==> config.mk <==
export PLATFORM = sky130hd
export DESIGN_NAME = link_handshake
export DESIGN_NICKNAME = d
export VERILOG_FILES = /design/src/rtl/lhs_pkg.sv /design/src/rtl/lhs_flag_decode.sv /design/src/rtl/lhs_counter.sv /design/src/rtl/link_handshake.sv
export SDC_FILE = /design/constraint.sdc
export NUM_CORES = 1
export LEC_CHECK = 0
export BUFFER_PORTS_ARGS = -buffer_cell sky130_fd_sc_hd__buf_2
export CORE_ASPECT_RATIO = 2
export CORE_MARGIN = 4
export CORE_UTILIZATION = 24
export DETAILED_ROUTE_END_ITERATION = 6
export GPL_TIMING_DRIVEN = 0
export PLACE_DENSITY = 0.45
export SYNTH_ARGS = -nofsm -noshare
export SYNTH_HDL_FRONTEND = slang
export SYNTH_SLANG_ARGS = --single-unit
==> constraint.sdc <==
create_clock -name clk -period 6 [get_ports clk]
set_input_delay 0.3 -clock clk [delete_from_list [all_inputs] [get_ports clk]]
set_output_delay 0.3 -clock clk [all_outputs]
set_load 0.01 [all_outputs]
==> src/rtl/lhs_pkg.sv <==
package lhs_pkg;

   typedef enum logic [2:0] {
      PH_WAIT_LOCK = 3'd0,
      PH_SYNC_BURST = 3'd1,
      PH_FLAG_BURST = 3'd2,
      PH_ACK_ONE = 3'd3,
      PH_ACK_TWO = 3'd4,
      PH_LINKED = 3'd5
   } phase_t;

   // Flag codes rise with the phase, so "at or beyond" is a magnitude compare.
   localparam logic [15:0] FLAG_BURST_CODE = 16'hA501;
   localparam logic [15:0] FLAG_ACK1_CODE  = 16'hA502;
   localparam logic [15:0] FLAG_ACK2_CODE  = 16'hA503;

   // Rank of a received word: 0 foreign, 1 burst, 2 first ack, 3 second ack.
   typedef logic [1:0] rank_t;

endpackage

==> src/rtl/lhs_flag_decode.sv <==
module lhs_flag_decode #(
   parameter int DATA_W = 16,
   parameter logic [DATA_W-1:0] SYNC_WORD = DATA_W'(16'hBC50)
) (
   input  logic [DATA_W-1:0] word_i,
   output lhs_pkg::rank_t    rank_o,
   output logic              is_sync_o
);
   import lhs_pkg::*;

   localparam logic [DATA_W-1:0] CODE_B  = DATA_W'(FLAG_BURST_CODE);
   localparam logic [DATA_W-1:0] CODE_A1 = DATA_W'(FLAG_ACK1_CODE);
   localparam logic [DATA_W-1:0] CODE_A2 = DATA_W'(FLAG_ACK2_CODE);

   always_comb begin
      if (word_i == CODE_A2)      rank_o = 2'd3;
      else if (word_i == CODE_A1) rank_o = 2'd2;
      else if (word_i == CODE_B)  rank_o = 2'd1;
      else                        rank_o = 2'd0;
   end

   assign is_sync_o = (word_i == SYNC_WORD);

endmodule

==> src/rtl/lhs_counter.sv <==
module lhs_counter #(
   parameter int W = 8
) (
   input  logic         clk,
   input  logic         rst_n,
   input  logic         clr_i,
   input  logic         inc_i,
   output logic [W-1:0] q_o
);
   always_ff @(posedge clk or negedge rst_n) begin
      if (!rst_n)     q_o <= '0;
      else if (clr_i) q_o <= '0;
      else if (inc_i) q_o <= q_o + W'(1);
   end
endmodule

==> src/rtl/link_handshake.sv <==
module link_handshake #(
   parameter int DATA_W         = 16,
   parameter logic [DATA_W-1:0] SYNC_WORD = DATA_W'(16'hBC50),
   parameter int LOCK_CYCLES    = 32'h0020_0000,
   parameter int BURST_CYCLES   = 240,
   parameter int MATCH_CYCLES   = 32'h0000_0FFF,
   parameter int ACK_CYCLES     = 240,
   parameter int TIMEOUT_CYCLES = 4096
) (
   input  logic              clk,
   input  logic              rst_n,
   input  logic              lock_i,
   input  logic [DATA_W-1:0] rx_word_i,
   input  logic [DATA_W-1:0] user_data_i,
   output logic              sync_req_o,
   output logic [DATA_W-1:0] tx_word_o,
   output logic              link_up_o
);
   import lhs_pkg::*;

   localparam int CYC_MAX_A = (LOCK_CYCLES > BURST_CYCLES) ? LOCK_CYCLES : BURST_CYCLES;
   localparam int CYC_MAX   = (CYC_MAX_A > TIMEOUT_CYCLES) ? CYC_MAX_A : TIMEOUT_CYCLES;
   localparam int MAT_MAX   = (MATCH_CYCLES > ACK_CYCLES) ? MATCH_CYCLES : ACK_CYCLES;
   localparam int CYC_W     = $clog2(CYC_MAX + 1);
   localparam int MAT_W     = $clog2(MAT_MAX + 1);

   localparam logic [CYC_W-1:0] LOCK_LAST  = CYC_W'(LOCK_CYCLES - 1);
   localparam logic [CYC_W-1:0] BURST_LAST = CYC_W'(BURST_CYCLES - 1);
   localparam logic [CYC_W-1:0] TMO_LAST   = CYC_W'(TIMEOUT_CYCLES - 1);
   localparam logic [MAT_W-1:0] MATCH_LAST = MAT_W'(MATCH_CYCLES - 1);
   localparam logic [MAT_W-1:0] ACK_LAST   = MAT_W'(ACK_CYCLES - 1);

   generate
      if (DATA_W < 16) begin : g_bad_width
         $error("link_handshake: DATA_W must hold the 16-bit flag codes");
      end
      if (LOCK_CYCLES < 1 || BURST_CYCLES < 1 || MATCH_CYCLES < 1 ||
          ACK_CYCLES < 1 || TIMEOUT_CYCLES < 1) begin : g_bad_count
         $error("link_handshake: every cycle threshold must be at least 1");
      end
   endgenerate

   phase_t            ph_q, ph_d;
   logic [CYC_W-1:0]  cyc_q;
   logic [MAT_W-1:0]  mat_q;
   logic              cyc_clr, cyc_inc, mat_clr, mat_inc;
   rank_t             rx_rank;
   logic              rx_sync;

   lhs_flag_decode #(.DATA_W(DATA_W), .SYNC_WORD(SYNC_WORD)) u_dec (
      .word_i    (rx_word_i),
      .rank_o    (rx_rank),
      .is_sync_o (rx_sync)
   );

   lhs_counter #(.W(CYC_W)) u_cyc (
      .clk (clk), .rst_n (rst_n), .clr_i (cyc_clr), .inc_i (cyc_inc), .q_o (cyc_q)
   );

   lhs_counter #(.W(MAT_W)) u_mat (
      .clk (clk), .rst_n (rst_n), .clr_i (mat_clr), .inc_i (mat_inc), .q_o (mat_q)
   );

   always_comb begin
      ph_d    = ph_q;
      cyc_clr = 1'b0;
      cyc_inc = 1'b0;
      mat_clr = 1'b0;
      mat_inc = 1'b0;
      if (ph_q != PH_WAIT_LOCK && !lock_i) begin
         ph_d    = PH_WAIT_LOCK;
         cyc_clr = 1'b1;
         mat_clr = 1'b1;
      end else begin
         unique case (ph_q)
            PH_WAIT_LOCK: begin
               if (!lock_i) begin
                  cyc_clr = 1'b1;
               end else if (cyc_q == LOCK_LAST) begin
                  ph_d    = PH_SYNC_BURST;
                  cyc_clr = 1'b1;
                  mat_clr = 1'b1;
               end else begin
                  cyc_inc = 1'b1;
               end
            end
            PH_SYNC_BURST, PH_FLAG_BURST: begin
               if (rx_rank != 2'd0 && mat_q == MATCH_LAST) begin
                  ph_d    = PH_ACK_ONE;
                  cyc_clr = 1'b1;
                  mat_clr = 1'b1;
               end else begin
                  if (rx_rank != 2'd0) mat_inc = 1'b1;
                  else if (!rx_sync)   mat_clr = 1'b1;
                  if (cyc_q == BURST_LAST) begin
                     ph_d    = (ph_q == PH_SYNC_BURST) ? PH_FLAG_BURST : PH_SYNC_BURST;
                     cyc_clr = 1'b1;
                  end else begin
                     cyc_inc = 1'b1;
                  end
               end
            end
            PH_ACK_ONE: begin
               if (rx_rank >= 2'd2) begin
                  if (mat_q == ACK_LAST) begin
                     ph_d    = PH_ACK_TWO;
                     cyc_clr = 1'b1;
                     mat_clr = 1'b1;
                  end else begin
                     mat_inc = 1'b1;
                  end
               end else begin
                  mat_clr = 1'b1;
               end
            end
            PH_ACK_TWO: begin
               if ((rx_rank == 2'd3 && mat_q == ACK_LAST) || cyc_q == TMO_LAST) begin
                  ph_d    = PH_LINKED;
                  cyc_clr = 1'b1;
                  mat_clr = 1'b1;
               end else begin
                  cyc_inc = 1'b1;
                  if (rx_rank == 2'd3) mat_inc = 1'b1;
                  else                 mat_clr = 1'b1;
               end
            end
            default: ;
         endcase
      end
   end

   always_ff @(posedge clk or negedge rst_n) begin
      if (!rst_n) ph_q <= PH_WAIT_LOCK;
      else        ph_q <= ph_d;
   end

   always_comb begin
      unique case (ph_q)
         PH_FLAG_BURST: tx_word_o = DATA_W'(FLAG_BURST_CODE);
         PH_ACK_ONE:    tx_word_o = DATA_W'(FLAG_ACK1_CODE);
         PH_ACK_TWO:    tx_word_o = DATA_W'(FLAG_ACK2_CODE);
         PH_LINKED:     tx_word_o = user_data_i;
         default:       tx_word_o = SYNC_WORD;
      endcase
   end

   assign sync_req_o = (ph_q == PH_WAIT_LOCK) || (ph_q == PH_SYNC_BURST);
   assign link_up_o  = (ph_q == PH_LINKED);

endmodule

==> impl_metrics.tcl <==
set metrics [dict create \
    outcome "complete, no violations" \
    finalWeightedCongestion 0.8093 \
    cts_hold_buf 0 \
    synth_common_cells "37 x dfrtp_1, 27 x a21oi_1, 26 x nand2_1" \
    routed_wirelength_mm 8.590 \
    drc 0 \
    crit_top_cell "or4_1" \
    initial_core_util_pct 24.69 \
    max_freq_ghz 0.3473 \
    slew_headroom_pct 39.41 \
    setup_tns_ns 0 \
    antenna_found_initial 0 \
    cts_setup_buffers 0 \
    synthesis.area_mm2 0.002719 \
    finalHoldViolCount 0 \
    crit_arrival_ns 3.04 \
    max_stage_delay_ns 0.62 \
    ys_ff_latch 37 \
    holdCritPathClass "input port to async pin" \
    ys_seq_area_share_pct 34.05 \
    cts.sinks 37 \
    synth_largest_area_cell "dfrtp_1" \
    fin_crit_sh_pct 47.99 \
    ant_nets 0 \
    area_delta_synth_final_pct 22.96 \
    drive_above_1_share_pct 18.83 \
    wire_per_inst_um 16.12 \
    grt_max_degree 38 \
    clock-root-buffer "clkbuf_16" \
    vdd_ir_drop_max_mv 0.1289 \
    period_minus_slack_ns 2.879 \
    end_kind "flip-flop" \
    die_area_mm2 0.01320 \
    hpwl_mm 6.786 \
    synth_most_common_cell "dfrtp_1" \
    avgSynthCellArea_um2 8.140 \
    grt_pass1_vias 2980 \
    layout.nets 430 \
    die_h_um 158.5 \
    synth_top_cells_by_area "dfrtp_1 34%, a21oi_1 5.0%, o21ai_0 4.4%" \
    diodes 0 \
    reg2reg_slack_ns 3.12 \
    synth-edff-count 0 \
    nFillCells 1193 \
    cp_num_buf_inv 2 \
    grt_usage_pct 13.48 \
    vias 2833 \
    vias_per_cell 5.315 \
    place_ws_ns 3.081 \
    cts_resized 0 \
    tightest_slew_ns 0.9089 \
    cts_buffer_depth 2 \
    setup_viol 0 \
    fin_worst_skew_ns 0.005920 \
    synth_top_area_share_pct 34.05 \
    worstPathRequired_ns 6.16 \
    grt_pass1_wl_mm 14.49 \
    cp_top_family "simple AND/OR/NAND/NOR gates" \
    drtIter0Drc 92 \
    power_per_cell_area_mw_per_mm2 212.1 \
    num_io_pins 53 \
    path_class "flip-flop to flip-flop" \
    htreeDepth 2 \
    ys.flop_type "dfrtp_1" \
    port_buffers 51 \
    first_pass_iters 4 \
    yosys_warnings 0 \
    rsz0062_at_grt "no" \
    setup_ws_ns 3.121 \
    multi_input_area_mm2 0.001669 \
    core_mm2 0.01101 \
    crit_fanout 10 \
    drv_cap 0 \
    synth_nets 372 \
    cts_made_buffers 5 \
    grt_overflow_total 0 \
    slew_viol_final 0 \
    crit_chain "or4_1 > or4_1 > nand3_1 > and3_1 > clkbuf_1 > buf_2 > mux2i_1 > nor2_1" \
    cpMaxStageDelayCell "or4_1" \
    clk_pin_slew_ns 0.06 \
    synthCells 334 \
    synth_async_sr_flop_share_pct 100.0 \
    power.leakage_nw 1.295 \
    cts_tree "yes" \
    insertion_delay_ns 0.29 \
    seqCellArea_um2 925.9 \
    critPathLaunchType "flip-flop" \
    die_width_um 83.26 \
    rows 54 \
    synth_cell_types 51 \
]
## path summary, 6_finish.rpt
kind / start / end / cells past startpoint
hold / removal: rst_n / u_cyc.q_o[13] / 1
min in group clk: lock_i / ph_q[0] / 2
hold reg to reg: u_cyc.q_o[15] / u_cyc.q_o[15] / 2
setup / recovery: u_mat.q_o[8] / u_cyc.q_o[1] / 8
max in group asynchronous: rst_n / ph_q[1] / 1
setup reg to reg: u_mat.q_o[8] / u_cyc.q_o[1] / 8
## state kept, by name, indices dropped and copies added (netlist names)
name / cells
ph_q: 3
u_cyc.q_o: 22
u_mat.q_o: 12
## metal layers
layer	global-route usage, %	share of wire (%)	vias up	routed length [um]
met1	12.50	36	1398	3081
li1	-	-	1389	-
met5	0	0	-	0
met4	5.690	2.7	0	236
met2	28.10	59	31	5097
met3	2.330	2.0	15	175
## worst reg2reg max path, cell delays in order (launching register included)
cell and delay [ns]:
dfrtp_1 0.46, or4_1 0.55, or4_1 0.62, nand3_1 0.15
and3_1 0.16, clkbuf_1 0.26, buf_2 0.29, mux2i_1 0.22
nor2_1 0.05
## logic make-up after synthesis
logic type | after synthesis | synth area share, %
simple gates | 164 | 35.30
xor+xnor | 5 | 1.611
buf+inv | 29 | 4.556
mux | 3 | 1.105
flops | 37 | 34.05
fa+ha+maj | 3 | 1.381
compound gates | 93 | 22.00
## per-stage QoR
stage | utilization, % | std cells | cell area [um^2] | power (W) | hold WS (ns)
6_report | 30.36 | 533 | 3343 | 0.0007092 | 0.1418
5_1_grt | 30.36 | 533 | 3343 | 0.0007384 | 0.2215
4_1_cts | 30.36 | 533 | 3343 | 0.0007192 | 0.1785
3_5_place_dp | 28.60 | 525 | 3149 | 0.0003624 | 0.4816
3_3_place_gp | 28.60 | 525 | 3149 | 0.0003617 | 0.4910
2_1_floorplan | - | 334 | 2719 | 0.0003212 | 0.004409
## layout by cell type (no fill, tap or decap), drive strengths merged, types with 2 or more instances in the layout
| master | instances |
|---|---|
| or4 | 14 |
| xnor2 | 2 |
| a2111oi | 2 |
| xor2 | 3 |
| nand3 | 21 |
| nand4 | 13 |
| o21a | 4 |
| dfrtp | 37 |
| mux2i | 3 |
| and2 | 11 |
| o31ai | 10 |
| nor3 | 7 |
| ha | 3 |
| nand3b | 3 |
| nor2 | 15 |
| and4 | 6 |
| nor4b | 3 |
| inv | 13 |
| nor4 | 7 |
| or3 | 17 |
| and3 | 6 |
| o21ai | 24 |
| clkinv | 2 |
| o211ai | 2 |
| a21oi | 27 |
| nand2 | 26 |
| buf | 58 |
| nand2b | 5 |
| a21boi | 10 |
| or2 | 2 |
| bufinv | 2 |
| nor3b | 3 |
| clkbuf | 13 |
| a31oi | 4 |
## area by class of cell
cell class / count / share of cell area [%]
Buffer: 15 / 2.133
Clock buffer: 5 / 3.743
Clock inverter: 3 / 2.058
Inverter: 14 / 1.572
Multi-Input combinational cell: 268 / 49.93
Sequential cell: 37 / 27.69
Tap cell: 140 / 5.240
Timing Repair Buffer: 51 / 7.635
## power breakdown
part / switching, W / internal, W / total, W
Sequential: 0.00000585 / 0.000255 / 0.000260
Combinational: 0.0000605 / 0.0000370 / 0.0000975
Clock: 0.000111 / 0.000240 / 0.000351
Total: 0.000178 / 0.000531 / 0.000709
No activity file was read; power rests on OpenSTA's default activity.
